## src/rtl/renamePkg.sv

```systemverilog
`timescale 1ns/1ps
package renamePkg;
  typedef struct packed {
    logic alloc;
    logic retire;
    logic complete;
  } renStrobeT;
endpackage

```

## src/rtl/renameCtrl.sv

```systemverilog
`timescale 1ns/1ps
module renameCtrl
  import renamePkg::*;
#(
  parameter int AL_DEPTH   = 32,
  parameter int FREE_DEPTH = 32
) (
  input  logic clk,
  input  logic rstN,
  input  logic renValid,
  input  logic cmpValid,
  input  logic headDone,
  output renStrobeT strobe,
  output logic renReady,
  output logic retValid,
  output logic [$clog2(AL_DEPTH)-1:0]   alHead,
  output logic [$clog2(AL_DEPTH)-1:0]   alTail,
  output logic [$clog2(FREE_DEPTH)-1:0] freeHead,
  output logic [$clog2(FREE_DEPTH)-1:0] freeTail
);
  localparam int AL_PW   = $clog2(AL_DEPTH);
  localparam int FREE_PW = $clog2(FREE_DEPTH);
  localparam int AL_CW   = $clog2(AL_DEPTH + 1);
  localparam int FREE_CW = $clog2(FREE_DEPTH + 1);
  localparam logic [AL_PW-1:0]   AL_LAST   = AL_PW'(AL_DEPTH - 1);
  localparam logic [FREE_PW-1:0] FREE_LAST = FREE_PW'(FREE_DEPTH - 1);

  logic [AL_CW-1:0]   alCount;
  logic [FREE_CW-1:0] freeCount;

  always_comb begin
    renReady        = (freeCount != '0) && (alCount != AL_CW'(AL_DEPTH));
    retValid        = (alCount != '0) && headDone;
    strobe.alloc    = renValid && renReady;
    strobe.retire   = retValid;
    strobe.complete = cmpValid;
  end

  always_ff @(posedge clk) begin
    if (!rstN) begin
      alHead    <= '0;
      alTail    <= '0;
      freeHead  <= '0;
      freeTail  <= '0;
      alCount   <= '0;
      freeCount <= FREE_CW'(FREE_DEPTH);
    end else begin
      if (strobe.alloc) begin
        alTail   <= (alTail == AL_LAST) ? '0 : alTail + 1'b1;
        freeHead <= (freeHead == FREE_LAST) ? '0 : freeHead + 1'b1;
      end
      if (strobe.retire) begin
        alHead   <= (alHead == AL_LAST) ? '0 : alHead + 1'b1;
        freeTail <= (freeTail == FREE_LAST) ? '0 : freeTail + 1'b1;
      end
      case ({strobe.alloc, strobe.retire})
        2'b10: begin
          alCount   <= alCount + 1'b1;
          freeCount <= freeCount - 1'b1;
        end
        2'b01: begin
          alCount   <= alCount - 1'b1;
          freeCount <= freeCount + 1'b1;
        end
        default: ;
      endcase
    end
  end


  count_sum_chk: assert property (@(posedge clk) disable iff (!rstN)
    (32'(freeCount) + 32'(alCount)) == FREE_DEPTH);


  stall_hold_chk: assert property (@(posedge clk) disable iff (!rstN)
    (renValid && !renReady) |=> ($stable(alTail) && $stable(freeHead)));

endmodule

```

## src/rtl/renameData.sv

```systemverilog
`timescale 1ns/1ps
module renameData
  import renamePkg::*;
#(
  parameter int LOG_REGS  = 32,
  parameter int PHYS_REGS = 64,
  parameter int AL_DEPTH  = 32
) (
  input  logic clk,
  input  logic rstN,
  input  renStrobeT strobe,
  input  logic [$clog2(LOG_REGS)-1:0] renSrcA,
  input  logic [$clog2(LOG_REGS)-1:0] renSrcB,
  input  logic [$clog2(LOG_REGS)-1:0] renDst,
  input  logic [$clog2(AL_DEPTH)-1:0] cmpTag,
  input  logic [$clog2(AL_DEPTH)-1:0] alHead,
  input  logic [$clog2(AL_DEPTH)-1:0] alTail,
  input  logic [$clog2(PHYS_REGS-LOG_REGS)-1:0] freeHead,
  input  logic [$clog2(PHYS_REGS-LOG_REGS)-1:0] freeTail,
  output logic [$clog2(PHYS_REGS)-1:0] physSrcA,
  output logic [$clog2(PHYS_REGS)-1:0] physSrcB,
  output logic [$clog2(PHYS_REGS)-1:0] physNew,
  output logic [$clog2(PHYS_REGS)-1:0] physOld,
  output logic headDone,
  output logic [$clog2(PHYS_REGS)-1:0] headOld
);
  localparam int PHYS_W     = $clog2(PHYS_REGS);
  localparam int FREE_DEPTH = PHYS_REGS - LOG_REGS;

  logic [PHYS_W-1:0] mapTab  [LOG_REGS];
  logic [PHYS_W-1:0] freeMem [FREE_DEPTH];
  logic [PHYS_W-1:0] alOld   [AL_DEPTH];
  logic [AL_DEPTH-1:0] alDone;

  always_comb begin
    physSrcA = mapTab[renSrcA];
    physSrcB = mapTab[renSrcB];
    physOld  = mapTab[renDst];
    physNew  = freeMem[freeHead];
    headDone = alDone[alHead];
    headOld  = alOld[alHead];
  end

  always_ff @(posedge clk) begin
    if (!rstN) begin
      for (int i = 0; i < LOG_REGS; i++) mapTab[i] <= PHYS_W'(i);
      for (int i = 0; i < FREE_DEPTH; i++) freeMem[i] <= PHYS_W'(LOG_REGS + i);
      for (int i = 0; i < AL_DEPTH; i++) alOld[i] <= '0;
      alDone <= '0;
    end else begin
      if (strobe.alloc) begin
        mapTab[renDst] <= physNew;
        alOld[alTail]  <= physOld;
        alDone[alTail] <= 1'b0;
      end
      if (strobe.complete) alDone[cmpTag] <= 1'b1;
      if (strobe.retire) freeMem[freeTail] <= headOld;
    end
  end


  map_update_chk: assert property (@(posedge clk) disable iff (!rstN)
    strobe.alloc |=> (mapTab[$past(renDst)] == $past(physNew)));


  done_set_chk: assert property (@(posedge clk) disable iff (!rstN)
    strobe.complete |=> alDone[$past(cmpTag)]);

endmodule

```

## src/rtl/regRenamer.sv

```systemverilog
`timescale 1ns/1ps
module regRenamer
  import renamePkg::*;
#(
  parameter int LOG_REGS  = 32,
  parameter int PHYS_REGS = 64,
  parameter int AL_DEPTH  = 32
) (
  input  logic clk,
  input  logic rstN,
  input  logic renValid,
  input  logic [$clog2(LOG_REGS)-1:0] renSrcA,
  input  logic [$clog2(LOG_REGS)-1:0] renSrcB,
  input  logic [$clog2(LOG_REGS)-1:0] renDst,
  output logic renReady,
  output logic [$clog2(PHYS_REGS)-1:0] physSrcA,
  output logic [$clog2(PHYS_REGS)-1:0] physSrcB,
  output logic [$clog2(PHYS_REGS)-1:0] physDst,
  output logic [$clog2(PHYS_REGS)-1:0] physOld,
  output logic [$clog2(AL_DEPTH)-1:0] renTag,
  input  logic cmpValid,
  input  logic [$clog2(AL_DEPTH)-1:0] cmpTag,
  output logic retValid,
  output logic [$clog2(PHYS_REGS)-1:0] retPhys
);
  localparam int FREE_DEPTH = PHYS_REGS - LOG_REGS;
  localparam int AL_PW      = $clog2(AL_DEPTH);
  localparam int FREE_PW    = $clog2(FREE_DEPTH);

  renStrobeT strobe;
  logic headDone;
  logic [AL_PW-1:0]   alHead, alTail;
  logic [FREE_PW-1:0] freeHead, freeTail;

  renameCtrl #(.AL_DEPTH(AL_DEPTH), .FREE_DEPTH(FREE_DEPTH)) ctrl (
    .clk(clk), .rstN(rstN), .renValid(renValid), .cmpValid(cmpValid),
    .headDone(headDone), .strobe(strobe), .renReady(renReady),
    .retValid(retValid), .alHead(alHead), .alTail(alTail),
    .freeHead(freeHead), .freeTail(freeTail)
  );

  renameData #(.LOG_REGS(LOG_REGS), .PHYS_REGS(PHYS_REGS), .AL_DEPTH(AL_DEPTH)) data (
    .clk(clk), .rstN(rstN), .strobe(strobe),
    .renSrcA(renSrcA), .renSrcB(renSrcB), .renDst(renDst), .cmpTag(cmpTag),
    .alHead(alHead), .alTail(alTail), .freeHead(freeHead), .freeTail(freeTail),
    .physSrcA(physSrcA), .physSrcB(physSrcB), .physNew(physDst),
    .physOld(physOld), .headDone(headDone), .headOld(retPhys)
  );

  assign renTag = alTail;
endmodule

```

## config.mk

```make
export PLATFORM = sky130hd
export DESIGN_NAME = regRenamer
export DESIGN_NICKNAME = d
export VERILOG_FILES = /design/src/rtl/renamePkg.sv /design/src/rtl/renameCtrl.sv /design/src/rtl/renameData.sv /design/src/rtl/regRenamer.sv
export SDC_FILE = /design/constraint.sdc
export NUM_CORES = 1
export LEC_CHECK = 0
export ABC_AREA = 1
export BUFFER_PORTS_ARGS = -buffer_cell sky130_fd_sc_hd__buf_2
export CAP_MARGIN = 40
export CORE_UTILIZATION = 45
export CTS_CLUSTER_SIZE = 10
export DETAILED_ROUTE_END_ITERATION = 6
export PLACE_DENSITY = 0.58
export SLEW_MARGIN = 25
export SYNTH_ARGS = -nofsm -noshare
export SYNTH_HDL_FRONTEND = slang
export SYNTH_SLANG_ARGS = --single-unit
```

## constraint.sdc

```tcl
create_clock -name clk -period 4.96 [get_ports clk]
set_input_delay 0.248 -clock clk [delete_from_list [all_inputs] [get_ports clk]]
set_output_delay 0.248 -clock clk [all_outputs]
set_load 0.01 [all_outputs]
```

==> impl_metrics.py <==
metrics = {
    "outcome": {
        "status": "complete, but fails checks",
        "violations": "DRC",
    },
    "flow_run": {
        "maxCapViolCount": 0,
    },
    "synth": {
        "ys_top_cells_by_count": "nor2_1, edfxtp_1, nand2_1, nand3_1, o21ai_0",
        "yosys_warnings": 0,
        "synth_seq_cells": 650,
        "seq_area_frac_synth_pct": 55.2,
        "synth-edff-count": 576,
        "synth_area_per_cell_um2": 9.03,
        "synth_most_common_cell": "nor2_1",
        "synth_area_leaders": "edfxtp_1, nor2_1, nand2_1",
        "ys.flop_type": "edfxtp_1",
        "synth_area_um2": 34000,
        "synthCells": 3771,
        "synthArstFlopShare_pct": 0,
        "syn-num-nets": 3820,
        "yosys.area.top_type": "edfxtp_1",
        "yosysTopAreaCellShare_pct": 50.8,
        "ys_types": 45,
    },
    "global_routing": {
        "first_global_vias": 27563,
        "antenna_found_initial": 0,
        "grt_max_degree": 75,
        "grt_pass1_wl_um": 173000,
        "grt_overflow": 0,
        "track_usage_pct": 29.4,
    },
    "power_and_ir_drop": {
        "peakVddDrop_uv": 281,
        "comb_power_share_pct": 24.6,
        "p_clk_share_pct": 33.8,
        "sw_frac_of_total_pct": 33.8,
        "p_leak_nw": 12.9,
        "p_int_mw": 10.1,
        "power_mw": 15.3,
        "p_per_area_nw_per_um2": 405,
        "sequentialPowerShare_pct": 41.6,
        "switchingPower_mw": 5.16,
    },
    "setup_path": {
        "critical-path-max-stage-delay_ns": 0.66,
        "cpMostUsedCell": "nand2_1",
        "crit_buf_inv": 5,
        "end_kind": "primary output",
        "crit_path_cell_trace": "inv_2, buf_12, nand2_1, nand2_1, nand2_1, o211ai_1, nand3b_1, nand3_1, nand2_1, buf_4, inv_1, buf_2",
        "r2r_start": "ctrl.alHead[0]",
        "crit_fanout": 54,
        "worstPathRequired_ns": 4.71,
        "slowest_stage": "dfxtp_4",
        "start_kind": "register",
        "critPathArrivalTime_ns": 3.72,
        "cpLargestDelayFamily": "simple AND/OR/NAND/NOR gates",
        "critPathKind": "register to primary output",
    },
    "clock_tree": {
        "cts_htree_levels": 3,
        "cts_buffers": 77,
        "cts_sinks": 650,
        "cts_root_buf": "clkbuf_16",
        "clock_latency_ns": 0.63,
        "cts_tree": "done",
        "clockBufferDepth": 3,
        "cts_setup_buffers": 0,
        "clkTransAtPathRegs_ns": 0.05,
    },
    "min_path": {
        "hold_path.class": "input port to register",
        "min-delay-start": "cmpValid",
    },
    "sta": {
        "setup_tns_ns": 0,
        "skew_ns": 0.0307,
        "rsz0062_at_grt": "no",
        "worst_pin_slew_ns": 0.859,
        "drv_slew": 0,
        "maxSlewHeadroom_pct": 42.7,
        "report.final.hold_viol_count": 0,
        "fmax_mhz": 252,
        "post-route-period-util_pct": 80.0,
        "fin_crit_ns": 3.97,
        "finalSetupViolCount": 0,
    },
    "route": {
        "drtIter0Drc": 3619,
        "wl_um": 115000,
        "dr_total_vias": 29300,
        "vias_per_cell": 6.19,
        "ant_nets": 0,
        "drc": 1,
        "avgRoutedWirePerCell_um": 24.2,
        "first_pass_iters": 7,
    },
    "finish": {
        "drive_above_1_share_pct": 8.57,
        "antenna_cells": 0,
        "finalNonFillerCells": 4736,
        "post-route-util_pct": 50.4,
        "syn_to_final_growth_pct": 10.7,
        "num-nets-final": 3780,
    },
    "die": {
        "core_area_um2": 74700,
        "die_w_um": 277,
        "placementRows": 100,
        "io_pins": 61,
        "start_util_pct": 45.6,
        "die-area_um2": 76800,
        "fp.dieH_um": 277,
    },
    "placement": {
        "portBuffers": 60,
        "gp_congestion": 0.954,
        "dp_hpwl_um": 74400,
        "dp_cells": 4610,
    },
}
## metrics by stage
stage	instance area [um^2]	setup slack, ns	hold slack (ns)
floorplan	34000	1.94	0.422
global placement	34900	1.23	0.456
detailed placement	35300	1.20	0.456
CTS	37600	1.01	0.0121
global route	37700	0.781	0.0892
finish	37700	0.993	0.0343
## kinds of logic after synthesis
group / synth area share, %
AO/OA/AOI/OAI: 17.9
XOR/XNOR: 0.232
adder cells (fa/ha/maj): 0.963
buffers and inverters: 6.01
flip-flops: 55.2
AND/OR/NAND/NOR: 19.8
## routing by layer
metal  part of all wire (%)  global-route usage [%]
met3                    9.3                    4.86
met4                    4.2                    12.4
met1                     41                    41.1
met2                     45                    45.4
met5                      0                       0
## timing repair
action / CTS / global route
hold buffers: 8 / 0
endpoints found under the hold margin: 12 / 0
resized for setup: 0 / 0
## layout by cell type (no fill, tap or decap), types with 11 or more instances in the layout
cell | Yosys | layout
o221ai_1 | 91 | 91
o31ai_1 | 12 | 12
dfxtp_1 | 74 | 70
o21bai_1 | 49 | 49
o211ai_1 | 30 | 30
clkbuf_16 | 0 | 79
a21oi_1 | 321 | 321
inv_1 | 146 | 146
nor2_4 | 2 | 11
ha_1 | 23 | 23
o22ai_1 | 53 | 53
edfxtp_1 | 576 | 576
nand4_1 | 39 | 39
o21ai_0 | 338 | 332
nor2_1 | 579 | 577
nor3_1 | 18 | 18
nand2_2 | 8 | 11
a22oi_1 | 97 | 97
nand3_1 | 339 | 339
o21a_1 | 18 | 18
clkbuf_1 | 140 | 27
buf_4 | 17 | 86
inv_2 | 12 | 13
nand2_1 | 575 | 572
buf_2 | 116 | 64
## worst register-to-register path, stage by stage (launching register included)
cell and delay (ns):
dfxtp_1 0.77, inv_2 0.28, nand2_1 0.12, nand3_1 0.07
nand3_1 0.09, nand3_1 0.13, nand3_2 0.19, nand3_4 0.21
inv_1 0.13, ha_1 0.38, inv_1 0.21, ha_1 0.38
a21oi_1 0.16, nand2_1 0.10, nand2_1 0.07, nand2_1 0.05
a21oi_1 0.14, xor2_1 0.15, nand2_1 0.06, nand3_1 0.06
## state kept, by name, indices dropped and copies added (netlist names), named ones only
register	count
ctrl.alHead	5
data.alDone	32
data.mapTab	192
ctrl.alCount	6
data.freeMem	192
data.alOld	192
ctrl.freeHead	5
ctrl.freeTail	5
ctrl.freeCount	6
ctrl.alTail	5
## area by class of cell
cell class | count | area, um^2
fillers | 6821 | 37000
flip-flops and latches | 650 | 18800
multi-input cells | 2653 | 13300
clock buffers | 107 | 2090
repair buffers | 181 | 1550
well taps | 969 | 1210
inverters | 168 | 631
clock inverters | 8 | 106
## final timing paths
| kind | cells after the start | endpoint | slack, ns |
|---|---|---|---|
| worst min register to register | 2 | data.alDone[14] | 0.46 |
| worst max-delay path | 12 | retPhys[2] | 0.99 |
| worst min-delay path | 3 | data.alDone[6] | 0.03 |
| worst max register to register | 19 | ctrl.freeCount[5] | 1.14 |
## power groups by stage
stage	clock, mW	combinational [mW]	sequential, mW
2_1_floorplan	0	2.30	6.37
3_3_place_gp	0	3.52	6.45
3_5_place_dp	0	3.67	6.46
4_1_cts	5.22	3.69	6.35
5_1_grt	5.41	4.01	6.37
6_report	5.17	3.76	6.35
No activity file was read; power rests on OpenSTA's default activity.
